### config.mk
export PLATFORM = sky130hd
export DESIGN_NAME = cbr_eval
export DESIGN_NICKNAME = d
export VERILOG_FILES = /design/src/rtl/cbr_pkg.sv /design/src/rtl/cbr_imm_shape.sv /design/src/rtl/cbr_window_zero.sv /design/src/rtl/cbr_eval.sv
export SDC_FILE = /design/constraint.sdc
export NUM_CORES = 1
export LEC_CHECK = 0
export ABC_AREA = 0
export BUFFER_PORTS_ARGS = -buffer_cell sky130_fd_sc_hd__buf_2
export CAP_MARGIN = 0
export CORE_MARGIN = 2
export CORE_UTILIZATION = 41
export DETAILED_ROUTE_END_ITERATION = 10
export GPL_ROUTABILITY_DRIVEN = 0
export PLACE_DENSITY = 0.63
export SETUP_SLACK_MARGIN = 0.02
export SYNTH_ARGS = -nofsm -noshare
export SYNTH_HDL_FRONTEND = slang
export SYNTH_SLANG_ARGS = --single-unit
export TNS_END_PERCENT = 30
### constraint.sdc
create_clock -name clk -period 11.7 [get_ports clk]
set_input_delay 1.17 -clock clk [delete_from_list [all_inputs] [get_ports clk]]
set_output_delay 1.17 -clock clk [all_outputs]
set_load 0.005 [all_outputs]
### src/rtl/cbr_pkg.sv
// Package: default widths and constants shared by the branch evaluator.
// Assumes: nothing beyond standard SystemVerilog.
package cbr_pkg;
    localparam int CBR_DATA_W      = 64;
    localparam int CBR_IMM_W       = 32;
    localparam int CBR_COND_W      = 4;
    localparam int CBR_JUMP_OFFSET = 8;
    localparam int CBR_JUMP_BITS   = 8;
    localparam int CBR_IDX_W       = 8;
endpackage

### src/rtl/cbr_imm_shape.sv
// Module: builds the 64-bit branch constant from the immediate.
// What it does: sign-extends the immediate, sets bit b and clears bit b-1,
// where b = cond + JUMP_OFFSET.
// Assumes: b stays inside the data word (checked at the top).
module cbr_imm_shape #(
    parameter int DATA_W      = cbr_pkg::CBR_DATA_W,
    parameter int IMM_W       = cbr_pkg::CBR_IMM_W,
    parameter int COND_W      = cbr_pkg::CBR_COND_W,
    parameter int JUMP_OFFSET = cbr_pkg::CBR_JUMP_OFFSET
) (
    input  logic [IMM_W-1:0]  imm,
    input  logic [COND_W-1:0] cond,
    output logic [DATA_W-1:0] cimm
);
    localparam int POS_W = $clog2(DATA_W);

    logic [POS_W-1:0] bpos;

    // Purpose: derive the forced bit position from the selector.
    always_comb begin
        bpos = POS_W'(cond) + POS_W'(JUMP_OFFSET);
    end

    // Purpose: sign-extend, then force bit b high and bit b-1 low.
    always_comb begin
        cimm = {{(DATA_W-IMM_W){imm[IMM_W-1]}}, imm};
        cimm[bpos] = 1'b1;
        if (bpos != '0) begin
            cimm[bpos - POS_W'(1)] = 1'b0;
        end
    end
endmodule

### src/rtl/cbr_window_zero.sv
// Module: tests a JUMP_BITS-wide window of a word for all zeros.
// What it does: the window starts at bit cond + JUMP_OFFSET; the output is 1
// when every bit in it is zero.
// Assumes: the window lies inside the word (checked at the top).
module cbr_window_zero #(
    parameter int DATA_W      = cbr_pkg::CBR_DATA_W,
    parameter int COND_W      = cbr_pkg::CBR_COND_W,
    parameter int JUMP_OFFSET = cbr_pkg::CBR_JUMP_OFFSET,
    parameter int JUMP_BITS   = cbr_pkg::CBR_JUMP_BITS
) (
    input  logic [DATA_W-1:0] value,
    input  logic [COND_W-1:0] cond,
    output logic              zero
);
    localparam int POS_W = $clog2(DATA_W);

    logic [POS_W-1:0]  bpos;
    logic [DATA_W-1:0] aligned;

    // Purpose: shift the window down to bit zero and reduce it.
    always_comb begin
        bpos    = POS_W'(cond) + POS_W'(JUMP_OFFSET);
        aligned = value >> bpos;
        zero    = ~|aligned[JUMP_BITS-1:0];
    end
endmodule

### src/rtl/cbr_eval.sv
// Module: conditional branch immediate evaluator (top).
// What it does: on in_valid, shapes the immediate, adds it to the register
// value, tests the window of the sum and registers sum, decision and target.
// Assumes: synchronous active-low reset; the caller writes out_sum back to
// the register file whatever out_taken says.
module cbr_eval #(
    parameter int DATA_W      = cbr_pkg::CBR_DATA_W,
    parameter int IMM_W       = cbr_pkg::CBR_IMM_W,
    parameter int COND_W      = cbr_pkg::CBR_COND_W,
    parameter int JUMP_OFFSET = cbr_pkg::CBR_JUMP_OFFSET,
    parameter int JUMP_BITS   = cbr_pkg::CBR_JUMP_BITS,
    parameter int IDX_W       = cbr_pkg::CBR_IDX_W
) (
    input  logic              clk,
    input  logic              rst_n,
    input  logic              in_valid,
    input  logic [IMM_W-1:0]  in_imm,
    input  logic [COND_W-1:0] in_cond,
    input  logic [DATA_W-1:0] in_dst,
    input  logic [IDX_W-1:0]  in_target,
    output logic              out_valid,
    output logic [DATA_W-1:0] out_sum,
    output logic              out_taken,
    output logic [IDX_W-1:0]  out_target
);
    localparam int POS_W   = $clog2(DATA_W);
    localparam int TOP_BIT = (1 << COND_W) - 1 + JUMP_OFFSET + JUMP_BITS - 1;
    localparam int LOW_W   = JUMP_OFFSET - 1;
    localparam logic [DATA_W-1:0] WIN_ONES = {{(DATA_W-JUMP_BITS){1'b0}}, {JUMP_BITS{1'b1}}};

    // Purpose: reject parameter sets whose window would leave the word.
    if (TOP_BIT > DATA_W - 1 || IMM_W > DATA_W) begin : g_bad_params
        $error("cbr_eval: window top bit %0d exceeds word", TOP_BIT);
    end

    logic [DATA_W-1:0] cimm;
    logic [DATA_W-1:0] sum_c;
    logic              zero_c;

    cbr_imm_shape #(
        .DATA_W(DATA_W), .IMM_W(IMM_W), .COND_W(COND_W), .JUMP_OFFSET(JUMP_OFFSET)
    ) i_shape (
        .imm(in_imm), .cond(in_cond), .cimm(cimm)
    );

    // Purpose: modulo-2^DATA_W update of the register value.
    always_comb begin
        sum_c = in_dst + cimm;
    end

    cbr_window_zero #(
        .DATA_W(DATA_W), .COND_W(COND_W), .JUMP_OFFSET(JUMP_OFFSET), .JUMP_BITS(JUMP_BITS)
    ) i_window (
        .value(sum_c), .cond(in_cond), .zero(zero_c)
    );

    // Purpose: output valid follows the input strobe by one cycle.
    always_ff @(posedge clk) begin
        if (!rst_n) begin
            out_valid <= 1'b0;
        end else begin
            out_valid <= in_valid;
        end
    end

    // Purpose: capture sum, decision and gated target on a strobe, hold otherwise.
    always_ff @(posedge clk) begin
        if (!rst_n) begin
            out_sum    <= '0;
            out_taken  <= 1'b0;
            out_target <= '0;
        end else if (in_valid) begin
            out_sum    <= sum_c;
            out_taken  <= zero_c;
            out_target <= zero_c ? in_target : '0;
        end
    end

    assert_valid_follows_R2 : assert property (@(posedge clk) disable iff (!rst_n)
        in_valid |=> out_valid);
    assert_valid_idle_R2 : assert property (@(posedge clk) disable iff (!rst_n)
        !in_valid |=> !out_valid);

    assert_window_decision_R5 : assert property (@(posedge clk) disable iff (!rst_n)
        out_valid |-> (out_taken ==
            (((out_sum >> (POS_W'($past(in_cond)) + POS_W'(JUMP_OFFSET))) & WIN_ONES) == '0)));

    assert_target_taken_R7 : assert property (@(posedge clk) disable iff (!rst_n)
        (out_valid && out_taken) |-> (out_target == $past(in_target)));
    assert_target_idle_R7 : assert property (@(posedge clk) disable iff (!rst_n)
        (out_valid && !out_taken) |-> (out_target == '0));

    assert_hold_R8 : assert property (@(posedge clk) disable iff (!rst_n)
        !in_valid |=> ($stable(out_sum) && $stable(out_taken) && $stable(out_target)));

    // Bits below b-1 of the constant are plain immediate bits, so the low sum bits
    // must match the low bits of register plus immediate.
    if (LOW_W > 0) begin : g_low_check
        assert_low_bits_R3 : assert property (@(posedge clk) disable iff (!rst_n)
            out_valid |-> (out_sum[LOW_W-1:0] ==
                LOW_W'($past(in_dst[LOW_W-1:0]) + $past(in_imm[LOW_W-1:0]))));
    end
endmodule

# [Word-level counts from Yosys, hierarchy flattened]
# Cells that the tools add are included.
[totals] latch_bits=0 word_cells=26 out_inout_bits=74 in_bits=111 mem_bits_ro=0 register_bits=74 memories=0 mem_bits_rw=0
[classes] shifts=1 div_mod_pow=0 eq_ne=0 n_bitwise=3 n_lt_le_gt_ge=4 muxes=6 n_reduce_logical=5 n_mul=0 addsub=3
[op_table] op="64-bit adder" count=1
[op_table] op="64-bit AND" count=1
[op_table] op="64-bit two-way mux" count=1
[op_table] op="64-bit NOT" count=1
[op_table] op="64-bit bitwise OR" count=1
[op_table] op="64-bit by 6-bit right shift with 8-bit output" count=1
[op_table] op="6-bit by 7-bit < comparator with 1-bit output, second input constant" count=2
[op_table] op="1-bit demux with 6-bit select" count=2
[op_table] op="6-bit by 1-bit greater-or-equal comparator with 1-bit output, second input constant" count=2
[op_table] op="8-bit two-way mux" count=1
[op_table] op="8-bit OR reduction" count=1
[op_table] op="6-bit nonzero test" count=1
[op_table] op="6-bit by 1-bit subtractor with 6-bit output, second input constant" count=1
[op_table] op="4-bit by 4-bit adder with 5-bit output, second input constant" count=1
[op_table] op="1-bit logical AND" count=2
[op_table] op="1-bit two-way mux" count=2
[op_table] op="1-bit zero test" count=1

# [Longest topological paths before layout]
# Gate-level depths: netlist (run 1).
[logic_depth] depth_word=13 depth_mapped=21 ltp_nobuf=20

# [Modules after synthesis]
# A second synthesis (run 1) with hierarchy kept.
[hier_totals] cells_unflattened=1019 area_unflattened_um2=7657.3
[by_module_without_submodules] mod="cbr_eval" instances=1 area_per_inst_um2=6487.5 seq_area_each_um2=1481.4 cells_per_inst=844
[by_module_without_submodules] mod="cbr_imm_shape" instances=1 area_per_inst_um2=823.3 seq_area_each_um2=0.0 cells_per_inst=127
[by_module_without_submodules] mod="cbr_window_zero" instances=1 area_per_inst_um2=346.6 seq_area_each_um2=0.0 cells_per_inst=48

# [Worst setup path after synthesis (run 1)]
# Ideal clock, no wire load.
[synth_path] kind="input -> register" from="in in_cond[0]" to="reg out_target[0]" setup_ns=0.087 required_time_ns=11.613 slack_ns=6.612 cell_stages=19 arrival_time_ns=5.001 path_buffers=3 path_cell_list="clkinv_1 buf_1 ha_1 buf_1 xnor2_1 nor3_1 a21oi_1 ha_1 buf_4 nand4_1 or3_4 inv_2 nand3_2 a311oi_2 or2_2 xor2_1 o41ai_1 o211ai_2 o31ai_1"
[synth_between] elab_chain_len=13 word_cells_on_any_way=21 classes_between="add/sub (3); order compare (4); shift (1); mux (6); bitwise (3); reduce/logical (4)"
[synth_lines] item="from (decl)" line="cbr_eval.sv:18" rtl="input logic [COND_W-1:0] in_cond,"
[synth_lines] item="4-bit by 4-bit adder with 5-bit output (*)" line="cbr_imm_shape.sv:21, cbr_window_zero.sv:22"
[synth_lines] item="6-bit by 1-bit subtractor with 6-bit output" line="cbr_imm_shape.sv:29" rtl="cimm[bpos - POS_W'(1)] = 1'b0;"
[synth_lines] item="6-bit by 7-bit < comparator with 1-bit output (not written as such) / 6-bit by 1-bit greater-or-equal comparator with 1-bit output (equally long branches)" line="cbr_imm_shape.sv:29"
[synth_lines] item="1-bit logical AND (not written as such)" line="cbr_imm_shape.sv:29"
[synth_lines] item="1-bit two-way mux (not written as such)" line="cbr_imm_shape.sv:29"
[synth_lines] item="1-bit demux with 6-bit select"
[synth_lines] item="64-bit NOT (no line)"
[synth_lines] item="64-bit AND (no line)"
[synth_lines] item="64-bit two-way mux" line="cbr_imm_shape.sv:28" rtl="if (bpos != '0) begin"
[synth_lines] item="64-bit adder" line="cbr_eval.sv:48" rtl="sum_c = in_dst + cimm;"
[synth_lines] item="64-bit by 6-bit right shift with 8-bit output (*)" line="cbr_window_zero.sv:23" rtl="aligned = value >> bpos;"
[synth_lines] item="8-bit OR reduction (*)" line="cbr_window_zero.sv:24" rtl="zero = ~|aligned[JUMP_BITS-1:0];"
[synth_lines] item="8-bit two-way mux (*)" line="cbr_eval.sv:75" rtl="out_target <= zero_c ? in_target : '0;"
[synth_lines] item="to (signal assigned)" line="cbr_eval.sv:75"
[synth_lines] item="to (decl)" line="cbr_eval.sv:24" rtl="output logic [IDX_W-1:0] out_target"
# Mark *: on every way between the ends. The rest lies on a longest branch, timed or not.
# A chain may end at the register's enable or synchronous reset.

# [Worst setup path after layout (run 1)]
[layout_path] from="in in_cond[0]" to="reg out_sum[49]"
[layout_between] elab_chain_len=10 word_cells_on_any_way=18 classes_between="add/sub (3); order compare (4); mux (5); bitwise (3); reduce/logical (3)"
[layout_lines] item="4-bit by 4-bit adder with 5-bit output (*)" line="cbr_imm_shape.sv:21" rtl="bpos = POS_W'(cond) + POS_W'(JUMP_OFFSET);"
[layout_lines] item="6-bit by 1-bit subtractor with 6-bit output" line="cbr_imm_shape.sv:29"
[layout_lines] item="6-bit by 7-bit < comparator with 1-bit output (not written as such) / 6-bit by 1-bit greater-or-equal comparator with 1-bit output (equally long branches)" line="cbr_imm_shape.sv:29"
[layout_lines] item="1-bit logical AND (not written as such)" line="cbr_imm_shape.sv:29"
[layout_lines] item="1-bit two-way mux (not written as such)" line="cbr_imm_shape.sv:29"
[layout_lines] item="1-bit demux with 6-bit select"
[layout_lines] item="64-bit NOT (no line)"
[layout_lines] item="64-bit AND (no line)"
[layout_lines] item="64-bit two-way mux (*)" line="cbr_imm_shape.sv:28"
[layout_lines] item="64-bit adder (*)" line="cbr_eval.sv:48"
[layout_lines] item="to (signal assigned)" line="cbr_eval.sv:73" rtl="out_sum <= sum_c;"
[layout_lines] item="to (decl)" line="cbr_eval.sv:22" rtl="output logic [DATA_W-1:0] out_sum,"
# Marks and branches as above.

==> results of run 1 <==
==> layer usage <==
metal	track usage	up-vias	part of all wire
met3	0.0561	51	0.066
met2	0.414	302	0.46
met4	0.0691	0	0.027
li1	-	4080	-
met5	0	-	0
met1	0.327	3789	0.45
==> final cells by class <==
class | count | area (um^2) | area share
clock buffer | 10 | 229 | 0.0256
tap | 229 | 287 | 0.0321
sequential | 74 | 1480 | 0.166
inverter | 35 | 131 | 0.0147
multi-input combinational | 862 | 5760 | 0.644
timing repair buffer | 186 | 936 | 0.105
clock inverter | 6 | 115 | 0.0129
==> cells by family after synthesis <==
family	count (synthesis)	share of synthesized area
compound gates	339	0.305
xor+xnor	47	0.0540
fa+ha+maj	69	0.114
buf+inv	89	0.0512
flops	74	0.194
mux	39	0.0523
simple gates	368	0.229
==> power by group through the flow <==
| stage | Sequential (uW) | Combinational [uW] | Clock, uW |
|---|---|---|---|
| 6_report | 293 | 431 | 323 |
| 5_1_grt | 296 | 475 | 341 |
| 4_1_cts | 293 | 427 | 331 |
| 3_5_place_dp | 298 | 424 | 0 |
| 3_3_place_gp | 298 | 422 | 0 |
| 2_1_floorplan | 299 | 297 | 0 |
==> worst max-delay path by stage <==
| stage | start | end | slack (ns) | depth (start not counted) |
|---|---|---|---|---|
| 2_1_floorplan | in_cond[0] | out_target[0] | 6.61 | 19 |
| 3_3_place_gp | in_cond[0] | out_target[7] | 5.14 | 21 |
| 3_5_place_dp | in_cond[0] | out_sum[49] | 5.04 | 17 |
| 4_1_cts | in_cond[0] | out_target[7] | 5.40 | 21 |
| 5_1_grt | in_cond[0] | out_sum[49] | 4.84 | 17 |
| 6_report | in_cond[0] | out_sum[49] | 5.27 | 17 |
==> registers in the layout (all words and copies together) (netlist names) <==
signal / cells
out_target: 8
out_sum: 64
out_valid: 1
out_taken: 1
==> worst register-to-register path, stage by stage, from the launching register on <==
cell and delay (ns):
dfxtp_1 0.32, nand2_1 0.05, o311a_1 0.20, o211ai_1 0.11
==> cell usage in the layout, fill, tap and decap left out, drive strengths merged, types with 6 or more instances in the layout <==
cell    Yosys  layout
buf        17     186
o21a       13      13
nand2     111     111
o21bai     13      13
a21oi      98      98
a221oi      7       7
nor2      119     119
nand2b      9       9
or3        13      13
nand3      35      35
mux2i      35      35
nand4      20      20
a211oi     10      10
xor2       23      23
clkbuf     36      10
inv        33      33
and3        9       9
ha         68      68
o31ai      14      14
a21boi      9       9
a21o       16      16
o21ai      68      68
o211ai     25      25
a211o       7       7
dfxtp      74      74
nor3       21      21
nor2b       6       6
and2        6       6
a31oi      24      24
xnor2      24      24
==> metrics by stage <==
step           hold slack (ns)  worst slack [ns]   util  area, um^2
2_1_floorplan            0.449              6.61      -        7630
3_3_place_gp             0.434              5.14  0.475        8590
3_5_place_dp             0.441              5.04  0.475        8590
4_1_cts                  0.454              5.40  0.494        8940
5_1_grt                  0.472              4.84  0.494        8940
6_report                 0.448              5.27  0.494        8940
==> cell usage after synthesis, drive strengths merged, types with 9 or more instances <==
master  count
nor2      119
nand2     111
a21oi      98
dfxtp      74
ha         68
o21ai      68
clkbuf     36
mux2i      35
nand3      35
inv        33
o211ai     25
a31oi      24
xnor2      24
xor2       23
nor3       21
nand4      20
buf        17
a21o       16
o31ai      14
o21a       13
o21bai     13
or3        13
a211oi     10
a21boi      9
and3        9
nand2b      9
==> results.md, run 1 <==
- DRC viols: 0
- Antenna cells: 0
- Reg-to-reg startpoint: out_sum[50]
- Row count: 49
- Clock Latency Late Sink: 0.35 ns
- Setup Skew: 0 ns
- Setup TNS: 0 ns
- Max-cap violations: 0
- CP Max Fanout: 32
- Slew @ Worst Pin: 1.15 ns
- Hold Crit Class: reg2reg
- Gate Count Post-Synth: 1025
- Starting Density: 0.422
- Synth-to-Final Area Change: 17.2%
- Placed cell count: ~1400
- R2r setup slk: 10.88 ns
- Synth Cell Area: around 7600 um^2
- Vias in the first global route: 7711
- Crit Path Class: in2reg
- Critical path launch point type: input port
- IO Port Bufs: 184
- Num CTS Buffers: 9
- Sw Pwr: 391 uW
- Worst reg2reg endpoint: out_sum[50]
- Top FF cell, synth: dfxtp_1
- Routed len/inst: 18.1 um
- Core Box Area: 18100 um^2
- Layout net count: 1348
- Total power: 1050 uW
- Switching share of total power: 0.373
- CP Cell Sequence: buf_2 > clkinv_1 > ha_1 > xor2_1 > nor3_1 > a21boi_0 > ha_1 > o21ai_0 > o211ai_1 > nand4_1 > a21oi_1 > o21bai_1 > a21o_1 > a21oi_1 > o211ai_1 > mux2i_1 > o311ai_0
- Post-synth EDFFs: 0
- Post_cts resized: 0
- Status: finished, final reports clean
- Vias: between 8000 and 9000
- Max Transition Viols Final: 0
- Share of layout cells above drive strength 1: 0.218
- Peak VDD IR: 0.0714 mV
- Pin count of the biggest net entering global routing: 48
- CP delay by family, top: compound AO/OA/AOI/OAI gates
- CP arrival: 6.62 ns
- Vias per inst: 5.86
- CP max stage delay: around 0.68 ns
- Distinct cells, synth: 88
- Avg Inst Size Synth: 7.44 um^2
- Post-CTS Setup Bufs: 0
- Cells on Worst Hold Path: 2
- Critical path's slowest cell: clkinv_1
- Die ar.: 19700 um^2
- Final period util: 0.550
- Die Ht: approximately 140 um
- Post-synth top area cell: dfxtp_1
- Combinational Power Share: 0.411
- Antenna violations before repair: 0
- Non-Filler Instances: 1402
- Power density over the cells: 117 nW/um^2
- Post-DP HPWL: 20000 um
- Clk root buf: clkbuf_16
- Clk pwr share: 0.309
- Synth area leaders: dfxtp_1 (19%), ha_1 (11%), a21oi_1 (5.9%), nor2_1 (5.8%), nand2_1 (5.3%)
- Final antenna-violating net count: 0
- Worst path required time: 11.89 ns
- Final setup vio count: 0
- Maximum clock frequency: 0.155 GHz
- Flops & latches, synth: 74
- CP bufs+invs: 2
- Hold Crit Start: out_sum[39]
- Sequential-to-total area share from yosys stat: 0.194
- Drt pass-1 iters: 5
- Die X: 140 um
- Crit end category: register
- Async SR Flop Fraction: 0
- Hold Buf Count CTS: 0
- GRT Util Overall: 0.250
- Initial DRC count: roughly 570
- TritonCTS clock tree: done
- Yosys top cell area share: 0.194
- Net Count, Synth: approximately 1200
- Clk sinks: 74
- Wire length of the first global-routing pass: 39700 um
- Final hold vios: 0
- Sequential power share: 0.280
- FILL cells: 1814
- Clk buf depth: 2
- RSZ-0062 raised after global routing: false
- Crit path time final: 6.43 ns
- Top Ports: between 150 and 200
- Clock transition at path regs: approximately 0.060 ns
- Hold Crit Endpoint: out_sum[39]
- Leak: ~0.0040 uW
- Relative max-transition margin: 0.230
- Internal: 657 uW
- Synth warn: 0
- Overflow left after global routing: 0
- Overall routed net length: ~25000 um
- # H-tree levels: 3
- R2R cell count: 3
(Power assumes the default switching activity.)
==> inputs of run 2 (changes only) <==
- ABC_AREA: 0 -> 1
- PLACE_DENSITY: 0.63 -> 0.62
- clock period: 11.7 -> 6.65 ns (I/O delays scaled with it)
==> results.md, run 2 <==
- Final antenna-violating net count: 0 (unchanged)
- Register area: 1480 um^2 (unchanged)
- Crit. Startpoint: in_cond[0] (unchanged)
- Power density over the cells: 182 nW/um^2 (was 117 nW/um^2)
- Synth-to-Final Area Change: 16.7% (was 17.2%)
- FILL cells: 2186 (was 1814)
- Async SR Flop Fraction: 0 (unchanged)
- Hold Buf Count CTS: 0 (unchanged)
- Num CTS Buffers: 9 (unchanged)
- Registers with the most flip-flops: out_sum: 64 flops, out_target: 8 flops (unchanged)
- Overflow left after global routing: 0 (unchanged)
- Relative max-transition margin: 0.469 (was 0.230)
- Gate Count Post-Synth: 1514 (was 1025)
- Vias in the first global route: 9222 (was 7711)
- Flops & latches, synth: 74 (unchanged)
- Routed len/inst: 15.6 um (was 18.1 um)
- Post-synth EDFFs: 0 (unchanged)
- Slew @ Worst Pin: 0.796 ns (was 1.15 ns)
- R2R cell count: 4 (was 3)
- Post-CTS Setup Bufs: 0 (unchanged)
- Vias per inst: 5.25 (was 5.86)
- Core Util, Final: 0.490 (was 0.494)
- Critical path's slowest cell: inv_1 (was clkinv_1)
- Top Ports: 185 (unchanged)
- Core Box Area: 20400 um^2 (was 18100 um^2)
- Reg-to-reg startpoint: out_sum[55] (was out_sum[50])
- Clock transition at path regs: 0.07 ns (was 0.06 ns)
- Net Count, Synth: 1694 (was 1205)
- DRC viols: 0 (unchanged)
- CP Max Fanout: 28 (was 32)
- Sequential-to-total area share from yosys stat: 0.173 (was 0.194)
- Crit Path Class: in2reg (unchanged)
- Die Ht: 148 um (was 140 um)
- Reg with most FFs: out_sum (unchanged)
- Layout net count: 1853 (was 1348)
- CP max stage delay: 0.52 ns (was 0.68 ns)
- Vias: 10200 (was 8222)
- Wire length of the first global-routing pass: 47700 um (was 39700 um)
- Multi-input logic area: 5840 um^2 (was 5760 um^2)
- RSZ-0062 raised after global routing: false (unchanged)
- Max FFs per register: 64 (unchanged)
- Die ar.: 22000 um^2 (was 19700 um^2)
- Clock Latency Late Sink: 0.36 ns (was 0.35 ns)
- Hold Crit Start: out_target[2] (was out_sum[39])
- Clk root buf: clkbuf_16 (unchanged)
- Most frequent cells in the layout: nand2_1 (364), inv_1 (286), nor2_1 (195) (was buf_2 (184), nor2_1 (117), nand2_1 (108))
- Crit end category: register (unchanged)
- Final hold vios: 0 (unchanged)
- Setup Skew: 0 ns (unchanged)
- CP arrival: 5.85 ns (was 6.62 ns)
- Synth area leaders: dfxtp_1 (17%), nand2_1 (16%), inv_1 (13%), ha_1 (10%), nor2_1 (8.6%) (was dfxtp_1 (19%), ha_1 (11%), a21oi_1 (5.9%), nor2_1 (5.8%), nand2_1 (5.3%))
- Post-route cell area: 9980 um^2 (was 8940 um^2)
- Clk sinks: 74 (unchanged)
- Share of layout cells above drive strength 1: 0.139 (was 0.218)
- Post-DP HPWL: 25300 um (was 20000 um)
- Post-synth top area cell: dfxtp_1 (unchanged)
- Final setup vio count: 0 (unchanged)
- Max-cap violations: 0 (unchanged)
- Avg Inst Size Synth: 5.65 um^2 (was 7.44 um^2)
- Top FF cell, synth: dfxtp_1 (unchanged)
- Yosys top cell area share: 0.173 (was 0.194)
- Die X: 148 um (was 140 um)
- # H-tree levels: 3 (unchanged)
- Max Transition Viols Final: 0 (unchanged)
- Clk buf depth: 2 (unchanged)
- Top cells by count, synth: nand2_1 (364), inv_1 (286), nor2_1 (195) (was nor2_1 (118), nand2_1 (108), a21oi_1 (90))
- Synth warn: 0 (unchanged)
- Post_cts resized: 0 (unchanged)
- IO Port Bufs: 184 (unchanged)
- Final period util: 0.838
- Commonest non-fill, non-tap cell in the layout: nand2_1 (was buf_2)
- Worst path required time: 6.93 ns (was 11.89 ns)
- Drt pass-1 iters: 5 (unchanged)
- Setup TNS: 0 ns (unchanged)
- Cells on Worst Hold Path: 2 (unchanged)
- Antenna violations before repair: 1 (was 0)
- Initial DRC count: 896 (was 571)
- Row count: 52 (was 49)
- Peak VDD IR: 0.144 mV (was 0.0714 mV)
- TritonCTS clock tree: done (unchanged)
- Critical path launch point type: input port (unchanged)
- Starting Density: 0.420 (was 0.422)
- Synth Cell Area: 8550 um^2 (was 7630 um^2)
- Status: finished, final reports clean (unchanged)
- Hold Crit Class: reg2reg (unchanged)
- Most frequent CP cell: nand2_1
- Pin count of the biggest net entering global routing: 54 (was 48)
- Distinct cells, synth: 45 (was 88)
- Crit path time final: ~5.6 ns
- GRT Util Overall: 0.273 (was 0.250)
- DP Area: 9680 um^2 (was 8590 um^2)
- Maximum clock frequency: approximately 0.18 GHz
- Leak: 0.00569 uW (was 0.00401 uW)
- Overall routed net length: 30400 um (was 25300 um)
- Most frequent cell after synthesis: nand2_1 (was nor2_1)
## run 2: changes by cell type in the layout (fill, tap and decap cells not counted), moves of 16 or more
cell / change
nand3_1: +96
mux2i_1: -35
a31oi_1: -16
nand2_1: +256
nor2_1: +78
inv_1: +254
o21ai_0: +21
## run 2: cell type report
type / instances / area share
Multi-Input combinational cell: 1114 / 0.585
Sequential cell: 74 / 0.148
Inverter: 288 / 0.108
Timing Repair Buffer: 186 / 0.0938
Tap cell: 270 / 0.0339
Clock buffer: 9 / 0.0226
Clock inverter: 7 / 0.00752
Antenna cell: 1 / 0.000251
## run 2: worst max-delay path, delay by kind of cell
family / cells / cell delay (ns)
xor+xnor: 1 / 0.41
buf+inv: 7 / 1.50
compound gates: 1 / 0.14
fa+ha+maj: 2 / 0.67
simple gates: 18 / 2.43
## run 2: logic make-up (layout without fill, tap and decap cells)
group | after synthesis | after routing | share of synthesized area
AND/OR/NAND/NOR | 757 | 757 | 0.375
buffers and inverters | 326 | 490 | 0.144
AO/OA/AOI/OAI | 257 | 257 | 0.174
flip-flops | 74 | 74 | 0.173
adder cells (fa/ha/maj) | 69 | 69 | 0.102
XOR/XNOR | 31 | 31 | 0.0318
other | 0 | 1 | 0
## run 2: metrics by stage
stage | setup slack [ns] | hold slack, ns | total power, uW | instances
6_report | 1.08 | 0.462 | 1820 | 1949
5_1_grt | 0.633 | 0.479 | 1940 | 1949
4_1_cts | 1.25 | 0.467 | 1820 | 1948
3_5_place_dp | 0.907 | 0.457 | 1300 | 1932
3_3_place_gp | 0.986 | 0.453 | 1290 | 1932
2_1_floorplan | 2.43 | 0.462 | 1040 | 1514
## run 2: layer usage
metal / vias up / part of all wire / GRT usage
met5: - / 0 / 0
met4: 0 / 0.023 / 0.0805
met3: 54 / 0.097 / 0.0485
met2: 471 / 0.41 / 0.409
met1: 4554 / 0.47 / 0.399
li1: 5161 / - / -
## run 2: path summary, 6_finish.rpt
check | to | slack, ns
setup reg to reg | out_sum[55] | 5.94
setup / recovery | out_target[1] | 1.08
hold reg to reg | out_target[2] | 0.46
hold / removal | out_target[2] | 0.46
## run 2: report_power, final
part / leakage [uW] / internal (uW) / switching [uW]
Clock: 0.000151 / 294 / 221
Combinational: 0.00493 / 272 / 528
Sequential: 0.000613 / 484 / 21.4
==> inputs of run 3 (changes only) <==
- PLACE_DENSITY: 0.62 -> 0.64
- clock period: 6.65 -> 4.8 ns (I/O delays scaled with it)
==> results.md, run 3 (synthesis results as in run 2) <==
- Status: finished, final reports clean (unchanged)
- Crit Path Class: in2reg (unchanged)
- Most frequent CP cell: nand2_1 (unchanged)
- Final antenna-violating net count: 0 (unchanged)
- Num CTS Buffers: 9 (unchanged)
- IO Port Bufs: 184 (unchanged)
- Antenna violations before repair: 0 (was 1)
- Vias in the first global route: 9302 (was 9222)
- Final setup vio count: 0 (unchanged)
- Multi-input logic area: 5840 um^2 (unchanged)
- Clk sinks: 74 (unchanged)
- Vias: 10100 (was 10200)
- DRC viols: 0 (unchanged)
- Drt pass-1 iters: 5 (unchanged)
- Die X: 148 um (unchanged)
- Commonest non-fill, non-tap cell in the layout: nand2_1 (unchanged)
- Pin count of the biggest net entering global routing: 49 (was 54)
- Setup Skew: 0 ns (unchanged)
- Reg with most FFs: out_sum (unchanged)
- Maximum clock frequency: between 0.2 and 0.25 GHz
- Critical path's slowest cell: ha_1 (was inv_1)
- Max FFs per register: 64 (unchanged)
- Overflow left after global routing: 0 (unchanged)
- Registers with the most flip-flops: out_sum: 64 flops, out_target: 8 flops (unchanged)
- GRT Util Overall: 0.268 (was 0.273)
- Max-cap violations: 0 (unchanged)
- Antenna cells: 0 (was 1)
- Non-Filler Instances: 1963 (was 1949)
- Hold Crit Class: in2reg (was reg2reg)
- CP Max Fanout: 5 (was 28)
- Clk root buf: clkbuf_16 (unchanged)
- DP Area: 9790 um^2 (was 9680 um^2)
- Starting Density: 0.420 (unchanged)
- Vias per inst: 5.15 (was 5.25)
- Hold Buf Count CTS: 0 (unchanged)
- Register area: 1480 um^2 (unchanged)
- TritonCTS clock tree: done (unchanged)
- Slew @ Worst Pin: 0.749 ns (was 0.796 ns)
- Final hold vios: 0 (unchanged)
- Most frequent cells in the layout: nand2_1 (364), inv_1 (286), nor2_1 (195) (unchanged)
- CP arrival: 4.45 ns (was 5.85 ns)
- Row count: 52 (unchanged)
- Die ar.: 22000 um^2 (unchanged)
- # H-tree levels: 3 (unchanged)
- Clock transition at path regs: 0.06 ns (was 0.07 ns)
- Post-route cell area: 10100 um^2 (was 9980 um^2)
- Core Box Area: 20400 um^2 (unchanged)
- Top Ports: 185 (unchanged)
- Placed cell count: 1947 (was 1932)
- Die Ht: 148 um (unchanged)
- Total power: 2570 uW (was 1820 uW)
- Setup TNS: 0 ns (unchanged)
- Overall routed net length: 29600 um (was 30400 um)
- CP max stage delay: 0.41 ns (was 0.52 ns)
- Peak VDD IR: 0.220 mV (was 0.144 mV)
- Crit path time final: 4.22 ns
- Relative max-transition margin: 0.501 (was 0.469)
- Critical path launch point type: input port (unchanged)
- Leak: 0.00577 uW (was 0.00569 uW)
- Post-CTS Setup Bufs: 0 (unchanged)
- Core Util, Final: 0.497 (was 0.490)
- Clk buf depth: 2 (unchanged)
- Initial DRC count: 793 (was 896)
- Power density over the cells: 254 nW/um^2 (was 182 nW/um^2)
- Worst path required time: 5.03 ns (was 6.93 ns)
- Clock Latency Late Sink: 0.35 ns (was 0.36 ns)
- Share of layout cells above drive strength 1: 0.146 (was 0.139)
- Final period util: 0.879
- Crit end category: register (unchanged)
- Wire length of the first global-routing pass: 47200 um (was 47700 um)
- Post_cts resized: 0 (unchanged)
- Synth-to-Final Area Change: 18.3% (was 16.7%)
- Layout net count: 1868 (was 1853)
- Post-DP HPWL: 24700 um (was 25300 um)
- FILL cells: 2277 (was 2186)
- RSZ-0062 raised after global routing: false (unchanged)
- Max Transition Viols Final: 0 (unchanged)
- Routed len/inst: 15.1 um (was 15.6 um)
-- run 3: cell types whose count changed in the layout (fill, tap and decap cells not counted) --
cell	delta
clkinvlp_4	+1
clkinv_2	-1
bufinv_16	+1
buf_4	+15
clkinv_4	-1
diode_2	-1
-- run 3: metal layers --
| metal | share of wire | wire [um] | up-vias | GRT usage |
|---|---|---|---|---|
| li1 | - | - | 5193 | - |
| met1 | 0.47 | 14000 | 4431 | 0.385 |
| met2 | 0.41 | 12300 | 431 | 0.410 |
| met3 | 0.089 | 2630 | 50 | 0.0564 |
| met4 | 0.023 | 684 | 0 | 0.0662 |
| met5 | 0 | 0 | - | 0 |
-- run 3: final timing paths --
path / from / to / slack (ns) / cells after the start
worst max register to register: out_sum[34] / out_sum[34] / 4.09 / 4
worst min-delay path: in_target[1] / out_target[1] / 0.40 / 3
worst min register to register: out_target[0] / out_target[0] / 0.46 / 2
worst max-delay path: in_cond[1] / out_sum[53] / 0.58 / 26
-- run 3: stage by stage --
| stage | setup WS, ns | hold slack, ns |
|---|---|---|
| floorplan | 0.761 | 0.462 |
| global placement | 0.430 | 0.450 |
| finish | 0.580 | 0.396 |
| detailed placement | 0.385 | 0.459 |
| CTS | 0.721 | 0.387 |
| global route | 0.189 | 0.406 |
-- run 3: power breakdown --
| group | switching, uW | internal, uW | leakage, uW | total, uW |
|---|---|---|---|---|
| clock network | 291 | 460 | 0.000157 | 751 |
| logic | 728 | 390 | 0.00500 | 1120 |
| registers | 29.0 | 671 | 0.000613 | 700 |
-- run 3: worst max-delay path, delay by kind of cell --
kind / cells / cell delay (ns)
AO/OA/AOI/OAI: 6 / 1.25
adder cells (fa/ha/maj): 2 / 0.60
buffers and inverters: 6 / 0.51
AND/OR/NAND/NOR: 11 / 1.47
XOR/XNOR: 1 / 0.14
-- run 3: final cells by class --
cell class,count,area share
tap,270,0.0334
multi-input combinational,1114,0.578
clock buffer,9,0.0223
inverter,288,0.107
timing repair buffer,201,0.104
sequential,74,0.146
clock inverter,7,0.00977
